[src/rtl/dlft_pkg.sv]
package dlft_pkg;
  typedef enum logic [2:0] {
    FLD_IDLE,
    FLD_OPEN,
    FLD_KIND,
    FLD_WORD,
    FLD_CHK,
    FLD_LABEL,
    FLD_CLOSE
  } fld_e;

  localparam int HDR_W = 4;
  localparam logic [HDR_W-1:0] OPEN_MARK  = 4'b1001;
  localparam logic [HDR_W-1:0] CLOSE_MARK = 4'b0110;
endpackage

[src/rtl/dlft_seq.sv]
module dlft_seq
  import dlft_pkg::*;
#(
  parameter int MAX_WORDS = 4,
  parameter int WORD_W    = 16,
  parameter int CRC_W     = 8,
  localparam int NW_W     = $clog2(MAX_WORDS + 1),
  localparam int BI_W     = $clog2(WORD_W),
  localparam int LEN_W    = BI_W + 1
) (
  input  logic            clk,
  input  logic            rst,
  input  logic            start,
  input  logic            dual,
  input  logic [NW_W-1:0] nwords,
  output fld_e            field,
  output logic [BI_W-1:0] bit_idx,
  output logic [NW_W-1:0] word_idx,
  output logic            phase,
  output logic            busy
);
  logic [LEN_W-1:0] len;
  logic             last_bit;
  logic             last_word;
  fld_e             nxt;

  always_comb begin
    case (field)
      FLD_WORD: len = dual ? LEN_W'(WORD_W / 2) : LEN_W'(WORD_W);
      FLD_CHK:  len = dual ? LEN_W'(CRC_W / 2)  : LEN_W'(CRC_W);
      FLD_IDLE: len = LEN_W'(1);
      default:  len = LEN_W'(HDR_W);
    endcase
  end

  assign last_bit  = ({1'b0, bit_idx} == (len - LEN_W'(1)));
  assign last_word = ((word_idx + NW_W'(1)) == nwords);

  always_comb begin
    case (field)
      FLD_OPEN:  nxt = FLD_KIND;
      FLD_KIND:  nxt = (nwords == '0) ? FLD_CHK : FLD_WORD;
      FLD_WORD:  nxt = last_word ? FLD_CHK : FLD_WORD;
      FLD_CHK:   nxt = FLD_LABEL;
      FLD_LABEL: nxt = FLD_CLOSE;
      default:   nxt = FLD_IDLE;
    endcase
  end

  always_ff @(posedge clk) begin
    if (rst) begin
      field    <= FLD_IDLE;
      bit_idx  <= '0;
      word_idx <= '0;
      phase    <= 1'b0;
    end else if (field == FLD_IDLE) begin
      if (start) begin
        field    <= FLD_OPEN;
        bit_idx  <= '0;
        word_idx <= '0;
        phase    <= 1'b0;
      end
    end else begin
      phase <= ~phase;
      if (phase) begin
        if (last_bit) begin
          bit_idx <= '0;
          field   <= nxt;
          if (field == FLD_WORD && !last_word)
            word_idx <= word_idx + NW_W'(1);
        end else begin
          bit_idx <= bit_idx + BI_W'(1);
        end
      end
    end
  end

  assign busy = (field != FLD_IDLE);
endmodule

[src/rtl/dlft_lane_split.sv]
module dlft_lane_split
  import dlft_pkg::*;
#(
  parameter int WORD_W = 16,
  parameter int CRC_W  = 8,
  localparam int BI_W  = $clog2(WORD_W)
) (
  input  fld_e              field,
  input  logic [BI_W-1:0]   bit_idx,
  input  logic              dual,
  input  logic [HDR_W-1:0]  kind,
  input  logic [HDR_W-1:0]  label,
  input  logic [WORD_W-1:0] word,
  input  logic [CRC_W-1:0]  crc,
  output logic              d0,
  output logic              d1
);
  logic [BI_W:0]       sh;
  logic [WORD_W-1:0]   word_sh;
  logic [CRC_W-1:0]    crc_sh;
  logic [HDR_W-1:0]    hdr;
  logic [HDR_W-1:0]    hdr_sh;
  logic                pay_hi;
  logic                pay_lo;

  assign sh      = dual ? {bit_idx, 1'b0} : {1'b0, bit_idx};
  assign word_sh = word << sh;
  assign crc_sh  = crc << sh;

  always_comb begin
    case (field)
      FLD_OPEN:  hdr = OPEN_MARK;
      FLD_KIND:  hdr = kind;
      FLD_LABEL: hdr = label;
      FLD_CLOSE: hdr = CLOSE_MARK;
      default:   hdr = '1;
    endcase
  end

  assign hdr_sh = hdr << bit_idx;

  always_comb begin
    if (field == FLD_CHK) begin
      pay_hi = crc_sh[CRC_W-1];
      pay_lo = crc_sh[CRC_W-2];
    end else begin
      pay_hi = word_sh[WORD_W-1];
      pay_lo = word_sh[WORD_W-2];
    end
  end

  always_comb begin
    if (field == FLD_WORD || field == FLD_CHK) begin
      if (dual) begin
        d1 = pay_hi;
        d0 = pay_lo;
      end else begin
        d1 = 1'b1;
        d0 = pay_hi;
      end
    end else begin
      d0 = hdr_sh[HDR_W-1];
      d1 = dual ? hdr_sh[HDR_W-1] : 1'b1;
    end
  end
endmodule

[src/rtl/dlane_frame_tx.sv]
module dlane_frame_tx
  import dlft_pkg::*;
#(
  parameter int MAX_WORDS = 4,
  parameter int WORD_W    = 16,
  parameter int CRC_W     = 8,
  localparam int NW_W     = $clog2(MAX_WORDS + 1),
  localparam int BI_W     = $clog2(WORD_W)
) (
  input  logic                        clk,
  input  logic                        rst,
  input  logic                        req_valid,
  output logic                        req_ready,
  input  logic [HDR_W-1:0]            req_type,
  input  logic [HDR_W-1:0]            req_tag,
  input  logic [NW_W-1:0]             req_nwords,
  input  logic [WORD_W*MAX_WORDS-1:0] req_data,
  input  logic [CRC_W-1:0]            req_crc,
  input  logic                        lane_mode,
  output logic                        ser_clk,
  output logic                        ser_d0,
  output logic                        ser_d1
);
  localparam logic [NW_W-1:0] NW_LIMIT = NW_W'(MAX_WORDS);

  logic                        accept;
  logic [NW_W-1:0]             nw_clamp;
  logic [HDR_W-1:0]            cap_type;
  logic [HDR_W-1:0]            cap_tag;
  logic [NW_W-1:0]             cap_nw;
  logic [WORD_W*MAX_WORDS-1:0] cap_data;
  logic [CRC_W-1:0]            cap_crc;
  logic                        cap_dual;

  fld_e                        field;
  logic [BI_W-1:0]             bit_idx;
  logic [NW_W-1:0]             word_idx;
  logic                        phase;
  logic                        busy;
  logic [WORD_W-1:0]           words [MAX_WORDS];
  logic [WORD_W-1:0]           cur_word;
  logic                        nxt_d0;
  logic                        nxt_d1;

  fld_e                        out_fld_q;
  logic                        out_dual_q;

  assign req_ready = ~busy;
  assign accept    = req_valid & req_ready;
  assign nw_clamp  = (req_nwords > NW_LIMIT) ? NW_LIMIT : req_nwords;

  always_ff @(posedge clk) begin
    if (rst) begin
      cap_nw   <= '0;
      cap_dual <= 1'b0;
    end else if (accept) begin
      cap_nw   <= nw_clamp;
      cap_dual <= lane_mode;
    end
  end

  always_ff @(posedge clk) begin
    if (accept) begin
      cap_type <= req_type;
      cap_tag  <= req_tag;
      cap_data <= req_data;
      cap_crc  <= req_crc;
    end
  end

  for (genvar gi = 0; gi < MAX_WORDS; gi++) begin : g_word
    assign words[gi] = cap_data[gi*WORD_W +: WORD_W];
  end

  assign cur_word = words[word_idx];

  dlft_seq #(
    .MAX_WORDS (MAX_WORDS),
    .WORD_W    (WORD_W),
    .CRC_W     (CRC_W)
  ) u_seq (
    .clk      (clk),
    .rst      (rst),
    .start    (accept),
    .dual     (cap_dual),
    .nwords   (cap_nw),
    .field    (field),
    .bit_idx  (bit_idx),
    .word_idx (word_idx),
    .phase    (phase),
    .busy     (busy)
  );

  dlft_lane_split #(
    .WORD_W (WORD_W),
    .CRC_W  (CRC_W)
  ) u_split (
    .field   (field),
    .bit_idx (bit_idx),
    .dual    (cap_dual),
    .kind    (cap_type),
    .label   (cap_tag),
    .word    (cur_word),
    .crc     (cap_crc),
    .d0      (nxt_d0),
    .d1      (nxt_d1)
  );

  always_ff @(posedge clk) begin
    if (rst) begin
      ser_clk    <= 1'b1;
      ser_d0     <= 1'b1;
      ser_d1     <= 1'b1;
      out_fld_q  <= FLD_IDLE;
      out_dual_q <= 1'b0;
    end else if (busy) begin
      ser_clk    <= phase;
      ser_d0     <= nxt_d0;
      ser_d1     <= nxt_d1;
      out_fld_q  <= field;
      out_dual_q <= cap_dual;
    end else begin
      ser_clk    <= 1'b1;
      ser_d0     <= 1'b1;
      ser_d1     <= 1'b1;
      out_fld_q  <= FLD_IDLE;
      out_dual_q <= cap_dual;
    end
  end
endmodule

[config.mk]
export PLATFORM = sky130hd
export DESIGN_NAME = dlane_frame_tx
export DESIGN_NICKNAME = d
export VERILOG_FILES = /design/src/rtl/dlft_pkg.sv /design/src/rtl/dlft_seq.sv /design/src/rtl/dlft_lane_split.sv /design/src/rtl/dlane_frame_tx.sv
export SDC_FILE = /design/constraint.sdc
export NUM_CORES = 1
export LEC_CHECK = 0
export ABC_AREA = 1
export BUFFER_PORTS_ARGS = -buffer_cell sky130_fd_sc_hd__buf_2
export CAP_MARGIN = 20
export CORE_ASPECT_RATIO = 0.9
export CORE_UTILIZATION = 30
export DETAILED_ROUTE_END_ITERATION = 8
export PLACE_DENSITY = 0.46
export SYNTH_ARGS = -nofsm -noshare
export SYNTH_HDL_FRONTEND = slang
export SYNTH_SLANG_ARGS = --single-unit
[constraint.sdc]
create_clock -name clk -period 3.5 [get_ports clk]
set_input_delay 0.175 -clock clk [delete_from_list [all_inputs] [get_ports clk]]
set_output_delay 0.175 -clock clk [all_outputs]
set_load 0.005 [all_outputs]
## Yosys cells after proc, flatten, opt, wreduce, memory -nomap -nowiden

Index checks and enable logic that the tools add are counted.

- Flip-flop bits (word level): 98
- Word-level logic and storage cells: 81

- Add/sub/neg operators: 3
- Order comparisons: 2
- Equality and inequality tests: 9
- Shift-type cells: 3
- Mux-type cells: 34
- Bitwise gates (word level): 4
- Reductions and logical operators: 13

Operators by type and width:

| cell | count |
|---|---|
| 2-to-1 mux 3 bit | 12 |
| binary-select mux 16 bit (select 2 bit) | 1 |
| 2-to-1 mux 16 bit | 2 |
| 2-to-1 mux 4 bit | 5 |
| one-hot mux 4 bit (4 select lines) | 1 |
| left shift 16 x 5 -> 16 bit | 1 |
| one-hot mux 3 bit (5 select lines) | 1 |
| one-hot mux 5 bit (3 select lines) | 1 |
| 2-to-1 mux 5 bit | 2 |
| == test 3 bit, second input constant | 3 |
| 2-to-1 mux 1 bit | 9 |
| left shift 8 x 5 -> 8 bit | 1 |
| == test 3 x 2 -> 1 bit, second input constant | 2 |
| logical NOT 3 bit | 2 |
| nonzero test 2 bit | 3 |
| == test 4 x 5 -> 1 bit | 1 |
| subtractor 5 x 1 -> 5 bit, second input constant | 1 |
| adder 4 x 1 -> 4 bit, second input constant | 1 |
| greater-or-equal comparator 4 x 3 -> 1 bit, second input constant | 1 |
| NOT 3 -> 4 bit | 1 |
| AND reduction 4 bit | 1 |
| left shift 4 x 4 -> 4 bit | 1 |
| adder 3 x 1 -> 3 bit, second input constant | 1 |
| == test 3 x 1 -> 1 bit, second input constant | 1 |
| 12 further kinds | 13 |

## Depth between registers and ports, before layout

Gate-level depths: netlist of run 1.

- Depth in word-level cells: 8
- Mapped depth: 20
- Gate-level depth less buffers: 19

## Modules after synthesis

From an unflattened synthesis of run 1, not the netlist that was laid out.

- Cells, all modules: 590
- Area, all modules: 5,037.3 um^2

By module, submodules not included:

| module | times used | cells each | area an instance (um^2) |
|---|---|---|---|
| dlane_frame_tx | 1 | 311 | 3,485.8 |
| dlft_lane_split | 1 | 166 | 803.3 |
| dlft_seq | 1 | 113 | 748.2 |

## Least setup slack after synthesis of run 1

OpenSTA, ideal clock, no wires.

- Path type: reg-to-reg
- From: reg u_seq.field[0]
- To: reg u_seq.word_idx[1]
- Library setup time: 0.122 ns
- Data arrival time: 3.074 ns
- Data required time: 3.378 ns
- Path slack: 0.304 ns
- Cell stages (with the launch flop): 14
- Buffers on the path: 0
- Period minus slack after synthesis: 3.196 ns
- Path through: dfxtp_1 -> inv_1 -> ha_1 -> inv_1 -> nor2_4 -> inv_2 -> nor2_4 -> inv_1 -> o21ai_2 -> nand2_2 -> inv_4 -> nand2_4 -> a22oi_1 -> a21oi_1

- Elaborated cells on any way between the ends: 16
- Those cells by class: add/sub (1); eq/ne (4); mux (2); bitwise (2); reduce/logical (7)

RTL lines:

| element | RTL line | source |
|---|---|---|
| start, declared | dlft_seq.sv:16 | `output fld_e field,` |
| start signal, assigned | dlft_seq.sv:68 | `field <= nxt;` |
| nonzero test 3 bit | dlft_seq.sv:78 | `assign busy = (field != FLD_IDLE);` |
| NOT 1 bit (no line) | -- |  |
| net req_ready | dlane_frame_tx.sv:13 | `output logic req_ready,` |
| bitwise AND 1 bit | dlane_frame_tx.sv:49 | `assign accept = req_valid & req_ready;` |
| net accept | dlane_frame_tx.sv:26 | `logic accept;` |
| != test 2 bit (no line) | -- |  |
| AND reduction 4 bit (no line) | -- |  |
| end signal, assigned | dlft_seq.sv:70 | `word_idx <= word_idx + NW_W'(1);` |
| end, declared | dlft_seq.sv:18 | `output logic [NW_W-1:0] word_idx,` |

The timed path passes the listed nets, and every way through them passes these cells.
A chain may end at the register's enable or synchronous reset.

## Worst setup path in the final report of run 1

- From: reg u_seq.field[0]
- To: reg u_seq.word_idx[1]

- Cells in the longest elaborated chain, start to end: 6
- Elaborated cells on any way between the ends: 16
- Those cells by class: add/sub (1); eq/ne (4); mux (2); bitwise (2); reduce/logical (7)

RTL lines:

| element | RTL line | source |
|---|---|---|
| == test 3 bit (tied with other cells) | dlft_seq.sv:28 | `case (field)` |
| one-hot mux 5 bit (3 select lines) | dlft_seq.sv:28 |  |
| subtractor 5 x 1 -> 5 bit | dlft_seq.sv:36 | `assign last_bit = ({1'b0, bit_idx} == (len - LEN_W'(1)));` |
| == test 4 x 5 -> 1 bit | dlft_seq.sv:36 |  |
| nonzero test 2 bit (no line) | -- |  |
| AND reduction 4 bit (no line) | -- |  |

Parallel ways exist; a longest one is shown, timed or not.

==> metrics.txt, run 1 <==
# TYPE chip_impl_metric gauge
chip_impl_info{name="mostFrequentLayoutCell",value="nand2_1"} 1
chip_impl_metric{name="drt_pass1_iterations",unit=""} 5
chip_impl_metric{name="power.switching",unit="mW"} 1.61
chip_impl_metric{name="internal_power",unit="mW"} 2.71
chip_impl_metric{name="layout-drive-gt1-share",unit="%"} 21.0
chip_impl_metric{name="number_of_hold_violations_in_the_final_report",unit=""} 0
chip_impl_metric{name="synth.distinct_cells",unit=""} 36
chip_impl_metric{name="finalSetupViolCount",unit=""} 0
chip_impl_metric{name="vdd_drop_max",unit="mV"} 0.263
chip_impl_info{name="setup_repair_after_global_routing_missed_its_margin",value="no"} 1
chip_impl_metric{name="gr-usage-all-layers",unit="%"} 15.1
chip_impl_info{name="critPathLaunchType",value="flip-flop"} 1
chip_impl_metric{name="grt_first_pass_wirelength",unit="mm"} 18.6
chip_impl_metric{name="layout-area-overhead-vs-synth",unit="%"} 33.3
chip_impl_metric{name="synth_warnings",unit=""} 0
chip_impl_metric{name="synth-seq-cells",unit=""} 98
chip_impl_metric{name="syn-cell-area",unit="sq um"} 4640
chip_impl_metric{name="layout.nets",unit=""} 733
chip_impl_info{name="worstHoldPathType",value="in2reg"} 1
chip_impl_metric{name="clock_insertion_delay_worst_skew",unit="ps"} 350
chip_impl_metric{name="timing_worst_slew_pin_value",unit="ps"} 781
chip_impl_metric{name="largest_net_degree_at_the_start_of_global_routing",unit=""} 83
chip_impl_metric{name="synthCells",unit=""} 492
chip_impl_metric{name="power.static_leakage",unit="nW"} 2.63
chip_impl_metric{name="max_cap_viol",unit=""} 0
chip_impl_metric{name="wirelength",unit="mm"} 11.3
chip_impl_info{name="crit_slowest_cell",value="dfxtp_1"} 1
chip_impl_metric{name="core_area",unit="sq um"} 14900
chip_impl_metric{name="timing.critical_path.arrival",unit="ps"} 2740
chip_impl_metric{name="power_frac_clock",unit="%"} 24.5
chip_impl_metric{name="die_h",unit="microns"} 120
chip_impl_metric{name="placement.setup.worst_slack",unit="ps"} 1020
chip_impl_metric{name="synth-async-reset-ratio",unit="%"} 0
chip_impl_metric{name="critPathBufInv",unit=""} 4
chip_impl_metric{name="synth.yosys.seq_area_share",unit="%"} 59.6
chip_impl_metric{name="cts.repair.resized",unit=""} 0
chip_impl_metric{name="dr.first_iter.drc_count",unit=""} 193
chip_impl_info{name="clock_tree_from_tritoncts",value="yes"} 1
chip_impl_metric{name="cpPeakStageDelay",unit="ps"} 370
chip_impl_metric{name="routabilityCongestion",unit=""} 0.837
chip_impl_metric{name="final_antenna_net_count",unit=""} 0
chip_impl_metric{name="grt_remaining_overflow",unit=""} 0
chip_impl_metric{name="post-place-cells",unit=""} 766
chip_impl_metric{name="syn-mean-instance-area",unit="sq um"} 9.43
chip_impl_info{name="end_kind",value="flip-flop"} 1
chip_impl_metric{name="postPlaceCellArea",unit="sq um"} 5260
chip_impl_metric{name="floorplan.initialDensity",unit="%"} 31.1
chip_impl_info{name="ordered_cell_list_for_the_critical_path",value="inv_1 -> ha_1 -> inv_1 -> nor2_4 -> inv_2 -> nand3_1 -> ha_1 -> xnor2_1 -> nor3_2 -> nand2_1 -> nand2_1 -> nand2_2 -> inv_4 -> nand2_4 -> a22oi_1 -> a21oi_1"} 1
chip_impl_metric{name="fp.dieArea",unit="sq um"} 16000
chip_impl_metric{name="number_of_enable_type_register_cells_in_the_synthesized_netlist",unit=""} 80
chip_impl_info{name="clk_tree_root_cell",value="clkbuf_16"} 1
chip_impl_info{name="status",value="finished, final reports clean"} 1
chip_impl_metric{name="n_antenna_cell",unit=""} 0
chip_impl_metric{name="layout_worst_path_cycle_share",unit="%"} 72.2
chip_impl_metric{name="route.vias.total",unit=""} 3765
chip_impl_metric{name="grt_pass1_vias",unit=""} 3739
chip_impl_metric{name="post_layout_nonfiller_instances",unit=""} 842
chip_impl_info{name="most-common-layout-cells",value="nand2_1 (165), buf_2 (90), edfxtp_1 (80)"} 1
chip_impl_info{name="critPathKind",value="reg2reg"} 1
chip_impl_metric{name="worst_setup_hold_path_clk_slew",unit="ps"} 70
chip_impl_info{name="path_delay_family",value="simple AND/OR/NAND/NOR gates"} 1
chip_impl_metric{name="hpwlAfterDp",unit="mm"} 7.61
chip_impl_metric{name="finalInstanceArea",unit="sq um"} 6180
chip_impl_metric{name="finalWorstSetupSlack",unit="ps"} 974
chip_impl_metric{name="synthesis.nets",unit=""} 586
chip_impl_metric{name="cts_hold_buffers",unit=""} 57
chip_impl_metric{name="cts.htree.levels",unit=""} 3
chip_impl_metric{name="clock_sink_count",unit=""} 98
chip_impl_metric{name="route.detailed.drc",unit=""} 0
chip_impl_metric{name="power_per_cell_area",unit="nW/um^2"} 699
chip_impl_metric{name="netSwitchingFraction",unit="%"} 37.3
chip_impl_metric{name="timing.setup.tns",unit="ps"} 0
chip_impl_metric{name="relSlewSlack",unit="%"} 47.8
chip_impl_metric{name="std_cell_rows",unit=""} 42
chip_impl_metric{name="finalClockSkew",unit="ps"} 5.63
chip_impl_info{name="ys.flop_type",value="edfxtp_1"} 1
chip_impl_metric{name="finalMaxSlewViolations",unit=""} 0
chip_impl_metric{name="required",unit="ps"} 3720
chip_impl_metric{name="io_pins",unit=""} 91
chip_impl_metric{name="combPwrFrac",unit="%"} 36.3
chip_impl_metric{name="tritoncts.num_buffers",unit=""} 9
chip_impl_metric{name="fmax",unit="GHz"} 0.396
chip_impl_metric{name="shortest_clock_period_the_worst_path_allows_after_layout",unit="ps"} 2530
chip_impl_metric{name="port_buffers",unit=""} 90
chip_impl_metric{name="die_width",unit="microns"} 133
chip_impl_metric{name="worst-path-max-fanout",unit=""} 11
chip_impl_metric{name="p_seq_share",unit="%"} 39.3
chip_impl_metric{name="postCtsSetupBuffers",unit=""} 0
chip_impl_metric{name="clock_path_buffers",unit=""} 2
chip_impl_metric{name="detail_route.wl_per_cell",unit="microns"} 13.4
chip_impl_metric{name="number_of_antenna_violations_at_the_first_check_in_global_routing",unit=""} 0
chip_impl_metric{name="viasPerCell",unit=""} 4.47
chip_impl_metric{name="fillers",unit=""} 1510
## state kept, by name (all words and copies together) (netlist names)
| register | flops |
|---|---|
| cap_tag | 4 |
| u_seq.phase | 1 |
| u_seq.bit_idx | 4 |
| cap_dual | 1 |
| cap_data | 64 |
| ser_d0 | 1 |
| cap_nw | 3 |
| cap_type | 4 |
| ser_clk | 1 |
| u_seq.field | 3 |
| u_seq.word_idx | 3 |
| cap_crc | 8 |
| ser_d1 | 1 |
## per-layer routing
metal,vias up,track usage [%],part of all wire [%]
li1,1939,-,-
met1,1722,20.1,50
met2,92,23.7,45
met3,12,3.42,4.0
met4,0,5.60,1.4
met5,-,0,0
## final timing paths
path | startpoint | end | slack (ps) | depth (start not counted)
worst max-delay path | u_seq.field[0] | u_seq.word_idx[1] | 970 | 16
worst min-delay path | req_data[45] | cap_data[45] | 10 | 1
worst max register to register | u_seq.field[0] | u_seq.word_idx[1] | 970 | 16
worst min register to register | u_seq.phase | u_seq.phase | 490 | 2
## through the flow
stage,hold slack (ps),power [mW],util [%]
finish,11.1,4.32,41.4
detailed placement,353,3.26,35.3
global route,1.10,4.63,41.4
global placement,352,3.24,35.3
floorplan,274,2.85,-
CTS,0.0218,4.37,41.2
## cell usage after synthesis, types with 4 or more instances
master / n / area share, %
inv_2: 6 / 0.49
xor2_1: 4 / 0.76
nand2_2: 5 / 0.67
nor2_1: 31 / 2.5
nand3_1: 60 / 6.5
ha_1: 7 / 1.9
o21ai_2: 4 / 0.76
inv_1: 34 / 2.8
o21ai_1: 5 / 0.54
a21oi_1: 13 / 1.4
nand2_1: 165 / 13
edfxtp_1: 80 / 52
o21ai_0: 13 / 1.4
buf_2: 9 / 0.97
dfxtp_1: 18 / 7.8
## power by group through the flow
stage,Clock (mW),Combinational [mW],Sequential (mW)
global route,1.12,1.79,1.73
global placement,0,1.52,1.72
detailed placement,0,1.53,1.72
finish,1.06,1.57,1.70
floorplan,0,1.19,1.67
CTS,1.09,1.59,1.70
## layout make-up
| class | count | area [sq um] | share of cell area (%) |
|---|---|---|---|
| Inverter | 43 | 165 | 2.67 |
| Clock inverter | 6 | 90.1 | 1.46 |
| Clock buffer | 10 | 229 | 3.70 |
| Multi-Input combinational cell | 335 | 1610 | 26.0 |
| Timing Repair Buffer | 152 | 1080 | 17.4 |
| Sequential cell | 98 | 2760 | 44.7 |
| Tap cell | 198 | 248 | 4.01 |
## cell families (layout without fill, tap and decap cells)
family          Yosys count  count (layout)  synth area share (%)
buf+inv                  59             211                  5.75
fa+ha+maj                 7               7                  1.89
simple gates            276             276                  25.6
xor+xnor                  7               7                  1.32
flops                    98              98                  59.6
compound gates           45              45                  5.88
No activity file was read; power rests on OpenSTA's default activity.
==> run 2, diff against run 1 <==
--- a/config.mk
+++ b/config.mk
@@ -11,7 +11,7 @@
 export CORE_ASPECT_RATIO = 0.9
 export CORE_UTILIZATION = 30
 export DETAILED_ROUTE_END_ITERATION = 8
-export PLACE_DENSITY = 0.46
+export PLACE_DENSITY = 0.47
 export SYNTH_ARGS = -nofsm -noshare
 export SYNTH_HDL_FRONTEND = slang
 export SYNTH_SLANG_ARGS = --single-unit
==> constraint.sdc (replaced) <==
create_clock -name clk -period 2.31 [get_ports clk]
set_input_delay 0.1155 -clock clk [delete_from_list [all_inputs] [get_ports clk]]
set_output_delay 0.1155 -clock clk [all_outputs]
set_load 0.005 [all_outputs]
==> metrics.txt, run 2 (synthesis gave the netlist of run 1 again) <==
# TYPE chip_impl_metric gauge
chip_impl_info{name="status",value="finished, final reports clean"} 1
chip_impl_metric{name="finalClockSkew",unit="ps"} 7.81
chip_impl_metric{name="grt_remaining_overflow",unit=""} 0
chip_impl_metric{name="io_pins",unit=""} 91
chip_impl_metric{name="timing.critical_path.arrival",unit="ps"} 2360
chip_impl_metric{name="core_area",unit="sq um"} 14900
chip_impl_metric{name="power.static_leakage",unit="nW"} 2.78
chip_impl_metric{name="largest_register_ffs",unit=""} 64
chip_impl_metric{name="timing_worst_slew_pin_value",unit="ps"} 544
chip_impl_metric{name="fmax",unit="GHz"} 0.468
chip_impl_metric{name="timing.setup.tns",unit="ps"} 0
chip_impl_info{name="reg_top3",value="cap_data: 64 flops, cap_crc: 8 flops"} 1
chip_impl_metric{name="rrSetupSlack",unit="ps"} 170
chip_impl_info{name="crit_slowest_cell",value="dfxtp_2"} 1
chip_impl_metric{name="dr.first_iter.drc_count",unit=""} 271
chip_impl_info{name="end_point_of_the_most_critical_hold_path",value="u_seq.word_idx[2]"} 1
chip_impl_metric{name="vdd_drop_max",unit="mV"} 0.626
chip_impl_metric{name="grt_pass1_vias",unit=""} 3881
chip_impl_metric{name="final_antenna_net_count",unit=""} 0
chip_impl_metric{name="drt_pass1_iterations",unit=""} 5
chip_impl_metric{name="n_antenna_cell",unit=""} 0
chip_impl_metric{name="holdWs",unit="ps"} 43.6
chip_impl_metric{name="viasPerCell",unit=""} 4.52
chip_impl_info{name="clk_tree_root_cell",value="clkbuf_16"} 1
chip_impl_info{name="ordered_cell_list_for_the_critical_path",value="inv_2 -> ha_4 -> inv_2 -> nor2_4 -> inv_4 -> nand3_4 -> ha_4 -> xor2_2 -> nand2_1 -> inv_1 -> nor2_1 -> nand2_1 -> nand2_1 -> nand2_2 -> inv_4 -> nand2_4 -> a22oi_2 -> a21oi_1"} 1
chip_impl_metric{name="grt_first_pass_wirelength",unit="mm"} 19.1
chip_impl_metric{name="clock_insertion_delay_worst_skew",unit="ps"} 350
chip_impl_metric{name="layout-area-overhead-vs-synth",unit="%"} 40.6
chip_impl_metric{name="layout-drive-gt1-share",unit="%"} 23.4
chip_impl_info{name="timing.hold.worst.start",value="rst"} 1
chip_impl_metric{name="floorplan.initialDensity",unit="%"} 31.1
chip_impl_metric{name="worst-path-max-fanout",unit=""} 5
chip_impl_metric{name="layout_worst_path_cycle_share",unit="%"} 92.5
chip_impl_metric{name="number_of_hold_violations_in_the_final_report",unit=""} 0
chip_impl_metric{name="shortest_clock_period_the_worst_path_allows_after_layout",unit="ps"} 2140
chip_impl_metric{name="route.detailed.drc",unit=""} 0
chip_impl_metric{name="fp.dieArea",unit="sq um"} 16000
chip_impl_metric{name="std_cell_rows",unit=""} 42
chip_impl_metric{name="layout.nets",unit=""} 765
chip_impl_metric{name="die_width",unit="microns"} 133
chip_impl_info{name="worstHoldPathType",value="in2reg"} 1
chip_impl_metric{name="number_of_antenna_violations_at_the_first_check_in_global_routing",unit=""} 0
chip_impl_metric{name="post-place-cells",unit=""} 774
chip_impl_info{name="critPathLaunchType",value="flip-flop"} 1
chip_impl_metric{name="die_h",unit="microns"} 120
chip_impl_info{name="most-common-layout-cells",value="nand2_1 (165), buf_2 (90), edfxtp_1 (80), dlygate4sd3_1 (80), nand3_1 (59)"} 1
chip_impl_metric{name="max_cap_viol",unit=""} 0
chip_impl_metric{name="wirelength",unit="mm"} 11.7
chip_impl_metric{name="clock_path_buffers",unit=""} 2
chip_impl_metric{name="cts.htree.levels",unit=""} 3
chip_impl_metric{name="hpwlAfterDp",unit="mm"} 7.67
chip_impl_metric{name="finalMaxSlewViolations",unit=""} 0
chip_impl_metric{name="finalWorstSetupSlack",unit="ps"} 173
chip_impl_metric{name="route.vias.total",unit=""} 3947
chip_impl_metric{name="largest_net_degree_at_the_start_of_global_routing",unit=""} 83
chip_impl_metric{name="post_layout_nonfiller_instances",unit=""} 874
chip_impl_metric{name="relSlewSlack",unit="%"} 63.8
chip_impl_metric{name="clock_sink_count",unit=""} 98
chip_impl_metric{name="detail_route.wl_per_cell",unit="microns"} 13.4
chip_impl_metric{name="layout.core_utilization",unit="%"} 43.7
chip_impl_metric{name="tritoncts.num_buffers",unit=""} 9
chip_impl_metric{name="placement.setup.worst_slack",unit="ps"} 46.0
chip_impl_metric{name="required",unit="ps"} 2540
chip_impl_info{name="cp_common_cell",value="nand2_1"} 1
chip_impl_metric{name="cpPeakStageDelay",unit="ps"} 350
chip_impl_metric{name="worst-r2r-cell-count",unit=""} 18
chip_impl_metric{name="routabilityCongestion",unit=""} 0.855
chip_impl_info{name="critPathKind",value="reg2reg"} 1
chip_impl_info{name="end_kind",value="flip-flop"} 1
chip_impl_metric{name="gr-usage-all-layers",unit="%"} 15.6
chip_impl_metric{name="power_per_cell_area",unit="nW/um^2"} 1050
chip_impl_info{name="reg2reg_from",value="u_seq.field[1]"} 1
chip_impl_info{name="mostFrequentLayoutCell",value="nand2_1"} 1
chip_impl_metric{name="worst_setup_hold_path_clk_slew",unit="ps"} 70
chip_impl_metric{name="finalSetupViolCount",unit=""} 0
chip_impl_metric{name="hold_path_depth",unit=""} 2
chip_impl_info{name="register_with_the_most_flip_flops",value="cap_data"} 1
chip_impl_metric{name="port_buffers",unit=""} 90
chip_impl_info{name="rr_endpoint",value="u_seq.word_idx[1]"} 1
chip_impl_info{name="clock_tree_from_tritoncts",value="yes"} 1
## run 2: repair_timing
item                                   in CTS  in global routing
resized for setup                           0                  8
setup buffers                               0                  4
hold buffers                               80                  0
setup endpoints to repair                   0                  9
endpoints found under the hold margin      80                  0
## run 2: cell type report
type	count	area (sq um)
Timing Repair Buffer	184	1380
Multi-Input combinational cell	335	1660
Inverter	43	168
Clock inverter	7	73.8
Fill cell	1451	8400
Clock buffer	9	225
Sequential cell	98	2770
Tap cell	198	248
## run 2: metrics by stage
stage,power (mW),cell area [sq um]
after floorplan,4.35,4650
after global placement,5.04,5350
after detailed placement,5.07,5350
after CTS,6.73,6450
after global routing,7.34,6520
final,6.82,6520
## run 2: worst max-delay path, delay by kind of cell (launching register included)
family                   cells  cell delay (ps)
adder cells (fa/ha/maj)      2              340
buffers and inverters        5              370
AND/OR/NAND/NOR              8              590
AO/OA/AOI/OAI                2              190
flip-flops                   1              350
XOR/XNOR                     1              150
## run 2: how the worst max path moves through the flow
stage                    from           endpoint  slack [ps]  cells past startpoint
5_1_grt        u_seq.field[1]  u_seq.word_idx[1]         -10                     18
6_report       u_seq.field[1]  u_seq.word_idx[1]         170                     18
4_1_cts        u_seq.field[0]  u_seq.word_idx[1]          30                     16
3_3_place_gp   u_seq.field[0]  u_seq.word_idx[1]         170                     16
2_1_floorplan  u_seq.field[1]  u_seq.word_idx[1]        -840                     13
3_5_place_dp   u_seq.field[0]  u_seq.word_idx[1]          50                     16
## run 2: power by group
| group | switching [mW] | total (mW) | leakage, nW | internal, mW |
|---|---|---|---|---|
| logic | 1.76 | 2.78 | 1.72 | 1.02 |
| clock network | 0.680 | 1.53 | 0.147 | 0.847 |
| registers | 0.138 | 2.51 | 0.912 | 2.37 |
## run 2: metal layers
layer	up-vias	share of wire [%]	GRT usage (%)
li1	2002	-	-
met4	0	1.8	6.75
met5	-	0	0
met3	15	4.2	3.55
met2	103	47	25.1
met1	1827	47	19.9
